<file path="src/rtl/trig_pkg.sv">
package trig_pkg;
  localparam int NumSrc  = 3;
  localparam int CfgAddrW = 3;

  typedef enum logic [CfgAddrW-1:0] {
    CFG_NEUT_DIV  = 3'd0,
    CFG_SCINT_DIV = 3'd1,
    CFG_MAJ_DIV   = 3'd2,
    CFG_OUT_LEN   = 3'd3,
    CFG_RD_DIV    = 3'd4,
    CFG_VETO_LO   = 3'd5,
    CFG_VETO_HI   = 3'd6
  } cfg_addr_e;

  localparam logic [15:0] DefSrcDiv = 16'd1;
  localparam logic [15:0] DefOutLen = 16'd39;
  localparam logic [15:0] DefRdDiv  = 16'd32;
endpackage

</file>
<file path="src/rtl/trig_cfg.sv">
module trig_cfg
  import trig_pkg::*;
#(
  parameter int CFG_W  = 16,
  parameter int VETO_W = 32
) (
  input  logic                             clk_i,
  input  logic                             rst_ni,
  input  logic                             we_i,
  input  logic [CfgAddrW-1:0]              addr_i,
  input  logic [CFG_W-1:0]                 wdata_i,
  output logic [NumSrc-1:0][CFG_W-1:0]     src_div_o,
  output logic [CFG_W-1:0]                 out_len_o,
  output logic [CFG_W-1:0]                 rd_div_o,
  output logic [VETO_W-1:0]                veto_en_o
);
  localparam int VetoWords = (VETO_W + CFG_W - 1) / CFG_W;

  logic [VetoWords*CFG_W-1:0] veto_en_q;

  for (genvar s = 0; s < NumSrc; s++) begin : g_src
    always_ff @(posedge clk_i or negedge rst_ni) begin
      if (!rst_ni)
        src_div_o[s] <= CFG_W'(DefSrcDiv);
      else if (we_i && addr_i == CfgAddrW'(int'(CFG_NEUT_DIV) + s))
        src_div_o[s] <= wdata_i;
    end
  end

  for (genvar w = 0; w < VetoWords; w++) begin : g_veto
    always_ff @(posedge clk_i or negedge rst_ni) begin
      if (!rst_ni)
        veto_en_q[w*CFG_W +: CFG_W] <= '0;
      else if (we_i && addr_i == CfgAddrW'(int'(CFG_VETO_LO) + w))
        veto_en_q[w*CFG_W +: CFG_W] <= wdata_i;
    end
  end

  always_ff @(posedge clk_i or negedge rst_ni) begin
    if (!rst_ni) begin
      out_len_o <= CFG_W'(DefOutLen);
      rd_div_o  <= CFG_W'(DefRdDiv);
    end else if (we_i) begin
      if (addr_i == CFG_OUT_LEN) out_len_o <= wdata_i;
      if (addr_i == CFG_RD_DIV)  rd_div_o  <= wdata_i;
    end
  end

  assign veto_en_o = veto_en_q[VETO_W-1:0];
endmodule

</file>
<file path="src/rtl/trig_downscaler.sv">
module trig_downscaler #(
  parameter int CNT_W = 16
) (
  input  logic             clk_i,
  input  logic             rst_ni,
  input  logic [CNT_W-1:0] factor_i,
  input  logic             pulse_i,
  output logic             pass_o
);
  logic [CNT_W-1:0] cnt_q;
  logic [CNT_W-1:0] lim;

  // factor 0 behaves as 1
  assign lim    = (factor_i == '0) ? '0 : factor_i - CNT_W'(1);
  assign pass_o = pulse_i && (cnt_q == '0);

  always_ff @(posedge clk_i or negedge rst_ni) begin
    if (!rst_ni)
      cnt_q <= '0;
    else if (pulse_i)
      cnt_q <= (cnt_q >= lim) ? '0 : cnt_q + CNT_W'(1);
  end
endmodule

</file>
<file path="src/rtl/trig_stretch.sv">
module trig_stretch #(
  parameter int LEN_W = 16
) (
  input  logic             clk_i,
  input  logic             rst_ni,
  input  logic             start_i,
  input  logic [LEN_W-1:0] len_i,
  input  logic             rd_sel_i,
  output logic             fire_o,
  output logic             busy_o,
  output logic             rd_o
);
  logic             busy_q, rd_q;
  logic [LEN_W-1:0] rem_q;

  assign fire_o = start_i && !busy_q;

  always_ff @(posedge clk_i or negedge rst_ni) begin
    if (!rst_ni) begin
      busy_q <= 1'b0;
      rd_q   <= 1'b0;
      rem_q  <= '0;
    end else if (fire_o) begin
      busy_q <= 1'b1;
      rd_q   <= rd_sel_i;
      rem_q  <= len_i;
    end else if (busy_q) begin
      if (rem_q == '0) begin
        busy_q <= 1'b0;
        rd_q   <= 1'b0;
      end else begin
        rem_q <= rem_q - LEN_W'(1);
      end
    end
  end

  assign busy_o = busy_q;
  assign rd_o   = rd_q;
endmodule

</file>
<file path="src/rtl/trig_former.sv">
module trig_former
  import trig_pkg::*;
#(
  parameter int CFG_W  = 16,
  parameter int VETO_W = 32
) (
  input  logic                clk_i,
  input  logic                rst_ni,
  input  logic                cfg_we_i,
  input  logic [CfgAddrW-1:0] cfg_addr_i,
  input  logic [CFG_W-1:0]    cfg_wdata_i,
  input  logic                neut_i,
  input  logic                scint_i,
  input  logic                maj_i,
  input  logic                test_i,
  input  logic [VETO_W-1:0]   veto_i,
  output logic                trig_o,
  output logic                rd_trig_o,
  output logic                veto_mon_o
);
  logic [NumSrc-1:0][CFG_W-1:0] src_div;
  logic [CFG_W-1:0]             out_len, rd_div;
  logic [VETO_W-1:0]            veto_en;
  logic [NumSrc-1:0]            src_raw, src_ok, src_pass;
  logic                         veto_act, hit, fire, rd_pass, veto_mon_q;

  trig_cfg #(.CFG_W(CFG_W), .VETO_W(VETO_W)) u_cfg (
    .clk_i, .rst_ni,
    .we_i      (cfg_we_i),
    .addr_i    (cfg_addr_i),
    .wdata_i   (cfg_wdata_i),
    .src_div_o (src_div),
    .out_len_o (out_len),
    .rd_div_o  (rd_div),
    .veto_en_o (veto_en)
  );

  assign veto_act = |(veto_i & veto_en);
  assign src_raw  = {maj_i, scint_i, neut_i};
  assign src_ok   = src_raw & {NumSrc{!veto_act}};

  for (genvar s = 0; s < NumSrc; s++) begin : g_div
    trig_downscaler #(.CNT_W(CFG_W)) u_div (
      .clk_i, .rst_ni,
      .factor_i (src_div[s]),
      .pulse_i  (src_ok[s]),
      .pass_o   (src_pass[s])
    );
  end

  assign hit = (|src_pass) || (test_i && !veto_act);

  trig_stretch #(.LEN_W(CFG_W)) u_stretch (
    .clk_i, .rst_ni,
    .start_i  (hit),
    .len_i    (out_len),
    .rd_sel_i (rd_pass),
    .fire_o   (fire),
    .busy_o   (trig_o),
    .rd_o     (rd_trig_o)
  );

  trig_downscaler #(.CNT_W(CFG_W)) u_rd_div (
    .clk_i, .rst_ni,
    .factor_i (rd_div),
    .pulse_i  (fire),
    .pass_o   (rd_pass)
  );

  always_ff @(posedge clk_i or negedge rst_ni) begin
    if (!rst_ni) veto_mon_q <= 1'b0;
    else         veto_mon_q <= veto_act;
  end
  assign veto_mon_o = veto_mon_q;
endmodule

</file>
<file path="config.mk">
export PLATFORM = sky130hd
export DESIGN_NAME = trig_former
export DESIGN_NICKNAME = d
export VERILOG_FILES = /design/src/rtl/trig_pkg.sv /design/src/rtl/trig_cfg.sv /design/src/rtl/trig_downscaler.sv /design/src/rtl/trig_stretch.sv /design/src/rtl/trig_former.sv
export SDC_FILE = /design/constraint.sdc
export NUM_CORES = 1
export LEC_CHECK = 0
export ABC_AREA = 1
export BUFFER_PORTS_ARGS = -buffer_cell sky130_fd_sc_hd__buf_2
export CORE_MARGIN = 4
export CORE_UTILIZATION = 60
export DETAILED_ROUTE_END_ITERATION = 10
export GPL_TIMING_DRIVEN = 1
export PLACE_DENSITY = 0.78
export SLEW_MARGIN = 25
export SYNTH_ARGS = -nofsm -noshare
export SYNTH_HDL_FRONTEND = slang
export SYNTH_SLANG_ARGS = --single-unit
</file>
<file path="constraint.sdc">
create_clock -name clk_i -period 3.6 [get_ports clk_i]
set_input_delay 0.36 -clock clk_i [delete_from_list [all_inputs] [get_ports clk_i]]
set_output_delay 0.36 -clock clk_i [all_outputs]
set_load 0.02 [all_outputs]
</file>
# Yosys cells after proc, flatten, opt, wreduce, memory -nomap -nowiden
# Cells that the tools add are included.
word_totals:
  reg_bits: 195
  inputBits: 58
  output_inout_bits: 3
  wordCells: 86
op_classes:
  n_addsub: 9
  order_cmp: 4
  eq_ne: 7
  n_mux: 17
  bitwise: 2
  reduce_logical: 32
ops:
  columns: ["op", "count"]
  rows:
  - ["$mux 16", 11]
  - ["$logic_not 16->1", 9]
  - ["$sub 16x1->16 const B", 5]
  - ["$add 16x1->16 const B", 4]
  - ["$ge 16x16->1", 4]
  - ["$and 32x32->32", 1]
  - ["$reduce_or 32->1", 1]
  - ["$logic_and 1x1->1", 11]
  - ["$eq 3x3->1 const B", 3]
  - ["$reduce_and 2->1", 4]
  - ["$eq 3x2->1 const B", 2]
  - ["$mux 1", 6]
  - ["$reduce_bool 2->1", 2]
  - ["$and 3x3->3", 1]
  - ["$eq 3x1->1 const B", 1]
  - ["$logic_not 3->1", 1]
  - ["$reduce_or 3->1", 1]
  - ["$logic_not 1->1", 2]
  - ["$ne 2x1->1 const B", 1]
  - ["$logic_or 1x1->1", 1]

# Longest topological paths before layout
depth:
  word_depth: 10
  ltp_mapped: 21
  depth_no_buf: 20

# By module
# Synthesis repeated with hierarchy kept, for this count alone.
unflattened:
  cells_unflattened: 1833
  hier_area_um2: 13396.6
modules_own_cells:
  columns: ["module", "n_inst", "cells_per_inst", "area_each_um2", "seq_area_each_um2"]
  rows:
  - ["trig_downscaler (g_div[0].u_div ...)", 3, 270, 1840.5, 400.4]
  - ["trig_cfg", 1, 494, 4395.5, 2812.7]
  - ["trig_downscaler (g_div[1].u_div)", 1, 256, 1813.0, 400.4]
  - ["trig_stretch", 1, 200, 1361.3, 450.4]
  - ["trig_former", 1, 73, 305.3, 25.0]

# Worst setup path after synthesis
# OpenSTA, ideal clock, no wires.
synth_timing:
  path_type: "register to register"
  startpoint: "register u_cfg.rd_div_o[0]"
  endpoint: "register u_rd_div.cnt_q[10]"
  setup_ns: 0.116
  arrival_ns: 2.649
  t_required_ns: 3.484
  setup_slack_ns: 0.835
  path_stages_with_launch: 19
  path_buffers: 1
  synth_period_minus_slack_ns: 2.765
  cell_sequence: "dfrtp_1 inv_1 ha_1 inv_1 nor2_2 nand2_1 nor3_2 nand2_1 o21ai_0 nand3_1 ha_1 nand2_1 nor3_1 nand3_1 nand3_1 buf_2 nor2_1 nand2_1 nand2_1"
synth_between:
  elab_chain_cells: 4
  elab_cells_between_ends: 5
  cone_classes: "1 x add/sub; 1 x order compare; 2 x mux; 1 x reduce/logical"
synth_lines:
  columns: ["item", "line", "rtl"]
  rows:
  - ["start, declared", "trig_cfg.sv:14", "output logic [CFG_W-1:0] rd_div_o,"]
  - ["start signal, assigned", "trig_cfg.sv:42", "rd_div_o <= CFG_W'(DefRdDiv);"]
  - ["start signal, assigned", "trig_cfg.sv:45", "if (addr_i == CFG_RD_DIV) rd_div_o <= wdata_i;"]
  - ["$sub 16x1->16 or $logic_not 16->1 (tied branches)", "trig_downscaler.sv:14", "assign lim = (factor_i == '0) ? '0 : factor_i - CNT_W'(1);"]
  - ["$mux 16 (*)", "trig_downscaler.sv:14", null]
  - ["$ge 16x16->1 (*)", "trig_downscaler.sv:21", "cnt_q <= (cnt_q >= lim) ? '0 : cnt_q + CNT_W'(1);"]
  - ["$mux 16 (*)", "trig_downscaler.sv:21", null]
  - ["end signal, assigned", "trig_downscaler.sv:21", null]
  - ["end, declared", "trig_downscaler.sv:10", "logic [CNT_W-1:0] cnt_q;"]
# Mark *: on every way between the ends. The rest lies on a longest branch, timed or not.
# A chain may end at the register's enable or synchronous reset.

# Worst setup path after layout
layout_timing:
  startpoint: "register u_cfg.rd_div_o[0]"
  endpoint: "register u_rd_div.cnt_q[12]"
# Same word-level chain as after synthesis.

==> results by group <==
Run status
  • Run status: complete, no violations

STA
  • Shortest period the worst path allows: 3.15 ns
  • Worst Max-Slew Pin Slew: 0.952 ns
  • Unrepaired setup endpoints after global routing: no
  • Relative slew slack: 36.4%
  • Setup Viol. Count Final: 0
  • Largest clock skew in the final design: 0.00967 ns
  • Max Slew Vio Count: 0
  • Final worst-path setup slack: 0.452 ns
  • Sum of negative setup slack: 0 ns
  • Period Utilization, post-route: 87.4%
  • Achievable Freq: 0.318 GHz
  • Final-report hold violation count: 0

Routing
  • Wire length per cell: 14.8 um
  • Routed Wire Length: 31800 um
  • Number of vias in the routed layout: 11500
  • Count of unresolved DRC violations after routing: 0
  • Antenna-violating nets left: 0
  • Number of DRC violations after detailed-routing iteration 0: 901
  • Via density per instance: 5.35
  • Number of iterations in the first detailed-routing pass: 6

Floorplan
  • Die width: 155 um
  • Rows: 53
  • Vertical extent of the die: 155 um
  • Initial cell density of the core: 61.5%
  • Die outline area: 24100 um^2
  • I/O Pins: 61
  • Core Footprint: 21200 um^2

Clock tree
  • Largest buffer count on any clock path: 2
  • TritonCTS clock tree: done
  • Post-CTS repair timing setup buffer count: 0
  • Clock latency reported for the late side of the worst-skew pair: 0.43 ns
  • Clock Sink Count: 195
  • Clock H-tree levels: 4
  • Clock tree root driver cell: clkbuf_16
  • Clock buffers created by TritonCTS: 17
  • Clock transition time at the flip-flop clock pins of the worst setup and hold paths: 0.07 ns

Synthesis
  • Area share of the leading cell type in the synthesized netlist: 35.9%
  • Total of flip-flops plus latches after synthesis: 195
  • Area contributors post-synth: dfrtp_1 (36%), nand2_1 (17%), ha_1 (7.8%), o21ai_0 (5.6%), inv_1 (5.6%)
  • Netlist cell types: 36
  • Count of mapped cells out of synthesis: 1827
  • Post-synth top area cell: dfrtp_1
  • Mean area per synthesized cell: 7.13 um^2
  • Count of yosys warnings during synthesis: 0
  • Sequential element share of the synthesized area: 37.6%
  • Post-synthesis net count: 1966
  • Summed instance area of the synthesized netlist: 13000 um^2

Cells and area
  • Share of the core filled with cells in the final layout: 66.7%
  • Final non-filler cell area: 14100 um^2
  • Ratio of cells with drive above 1 in the final layout: 7.29%
  • Area Growth Syn to Fin: 8.37%
  • Antenna cells: 0
  • Layout fillers: 1825
  • Total Nets Final: 2006

Setup path
  • Maximum fanout count along the critical path: 11
  • Data arrival time of the critical path: 3.52 ns
  • Crit start category: flop
  • Dominant cell type by count on the critical path: nand3_1
  • Setup slack of the worst register-to-register path: 0.45 ns
  • Longest individual stage delay on the worst path: 0.43 ns
  • Worst r2r path cells: 15
  • Highest-delay cell along the critical path: dfrtp_1
  • Start-to-end type of the worst setup path: reg -> reg
  • Critical R2R Capture: u_rd_div.cnt_q[12]$_DFFE_PN0P_
  • Cell class contributing the biggest share of worst-path delay: simple AND/OR/NAND/NOR gates
  • Number of buffers and inverters on the critical path: 2
  • Critical path, cell by cell: inv_1, ha_1, nand3_1, nor3_1, nand3_1, nand3_1, ha_1, a21oi_1, o21ai_0, a21oi_1, nand3_1, buf_4, nor2_1, nand2_1, nand2_1
  • Worst Path Required: 3.97 ns
  • Critical R2R Launch: u_cfg.rd_div_o[0]$_DFFE_PN0P_
  • Critical Path Sink Type: flop

Placed design
  • Worst slack after detailed placement: 0.466 ns
  • Final estimated routing congestion in global placement: 0.961
  • HPWL after detailed placement: 23400 um
  • Buffers added on ports: 60
  • Placed instance area: 13500 um^2

Power and ir drop
  • Worst supply voltage drop on vdd: 275 uV
  • Ratio of total power to cell area: 445 nW/um^2
  • Power consumption: 6280 uW
  • Leak pwr: 0.00731 uW

Global route
  • Vias in the first global route: 11000
  • Global-route wire length before repair: 54000 um
  • Largest net degree at the start of global routing: 100
  • Combined global-route utilization of all metal layers: 27.3%
  • Overall overflow remaining after global route: 0
  • Number of antenna violations at the first check in global routing: 0

Job
  • # Max-Cap Violations: 0

Worst hold path
  • HP Class: in -> async
## cells by family after synthesis
kind of cell	synth area share, %
simple gates	33.4
buf+inv	7.46
compound gates	7.77
flops	37.6
xor+xnor	5.99
fa+ha+maj	7.79
## cells in the final DEF (no fill, tap or decap), drive strengths merged, types with 36 or more instances in the layout
cell type	instances
ha	81
a21oi	36
inv	201
nand2	588
nor2	200
nand3	106
o21ai	147
xor2	66
dfrtp	187
buf	67
## per-layer routing
layer  wire length [um]  GRT usage [%]  part of all wire (%)
met1              14500           37.8                    46
met2              15000           45.6                    47
met3               1780           4.42                   5.6
met4                497           6.13                   1.6
met5                  0              0                     0
## synth_stat cells
| cell type | instances |
|---|---|
| nor3_1 | 32 |
| or2_2 | 11 |
| nand4_1 | 29 |
| xnor2_1 | 23 |
| xor2_1 | 66 |
| and3_1 | 1 |
| nor2_1 | 193 |
| a31oi_1 | 1 |
| o21a_1 | 4 |
| o21ai_1 | 1 |
| nand2_2 | 2 |
| ha_1 | 81 |
| o21ai_0 | 146 |
| nand3_4 | 1 |
| nor3_2 | 2 |
| buf_4 | 3 |
| o22ai_1 | 1 |
| dfstp_2 | 8 |
| nand2_1 | 585 |
| nand3_1 | 105 |
| inv_1 | 193 |
| a21boi_0 | 1 |
| nor3_4 | 1 |
| dfrtp_1 | 187 |
| buf_6 | 2 |
| buf_2 | 17 |
| o211ai_1 | 3 |
| nor2_4 | 3 |
| o21bai_1 | 3 |
| nand3b_1 | 33 |
| nor2_2 | 4 |
| clkbuf_1 | 25 |
| nand2_4 | 1 |
| inv_2 | 6 |
| a21oi_1 | 36 |
| nor4_1 | 17 |
## report_power, final
group / total (uW) / leakage [uW] / switching, uW / internal [uW]
combinational: 1620 / 0.00458 / 998 / 621
sequential: 2790 / 0.00246 / 310 / 2480
clock: 1870 / 0.000274 / 842 / 1020
## stage by stage
stage | cells | hold slack, ns
3_5_place_dp | 2123 | 0.473
4_1_cts | 2154 | 0.0602
6_report | 2154 | 0.0382
2_1_floorplan | 1827 | 0.0644
5_1_grt | 2154 | 0.0988
3_3_place_gp | 2123 | 0.466
## final cells by class
type	count	area, um^2	area share (%)
sequential	195	4890	34.7
inverter	199	747	5.29
multi-input combinational	1386	7170	50.8
tap	275	344	2.44
clock inverter	12	134	0.949
clock buffer	19	433	3.07
timing repair buffer	68	394	2.79
## registers in the layout, indices dropped and copies added (netlist names)
signal             count
u_cfg.src_div_o       48
u_stretch.rem_q       16
u_stretch.busy_o       1
u_stretch.rd_o         1
veto_mon_o             1
u_cfg.rd_div_o        16
u_cfg.out_len_o       16
u_rd_div.cnt_q        16
u_cfg.veto_en_o       32
g_div.u_div.cnt_q     48
## how the worst max path moves through the flow
stage,startpoint,to,depth (start not counted)
after global placement,u_cfg.rd_div_o[0]$_DFFE_PN0P_,u_rd_div.cnt_q[6]$_DFFE_PN0P_,18
final,u_cfg.rd_div_o[0]$_DFFE_PN0P_,u_rd_div.cnt_q[12]$_DFFE_PN0P_,15
after floorplan,u_cfg.rd_div_o[0]$_DFFE_PN0P_,u_rd_div.cnt_q[10]$_DFFE_PN0P_,18
after global routing,u_cfg.rd_div_o[0]$_DFFE_PN0P_,u_rd_div.cnt_q[0]$_DFFE_PN0P_,18
after CTS,u_cfg.rd_div_o[0]$_DFFE_PN0P_,u_rd_div.cnt_q[6]$_DFFE_PN0P_,18
after detailed placement,u_cfg.rd_div_o[0]$_DFFE_PN0P_,u_rd_div.cnt_q[5]$_DFFE_PN0P_,18
## repair_timing
item	in CTS	in global routing
resized for setup	0	1
setup endpoints to repair	0	10
hold buffers	0	0
No activity file was read; power rests on OpenSTA's default activity.
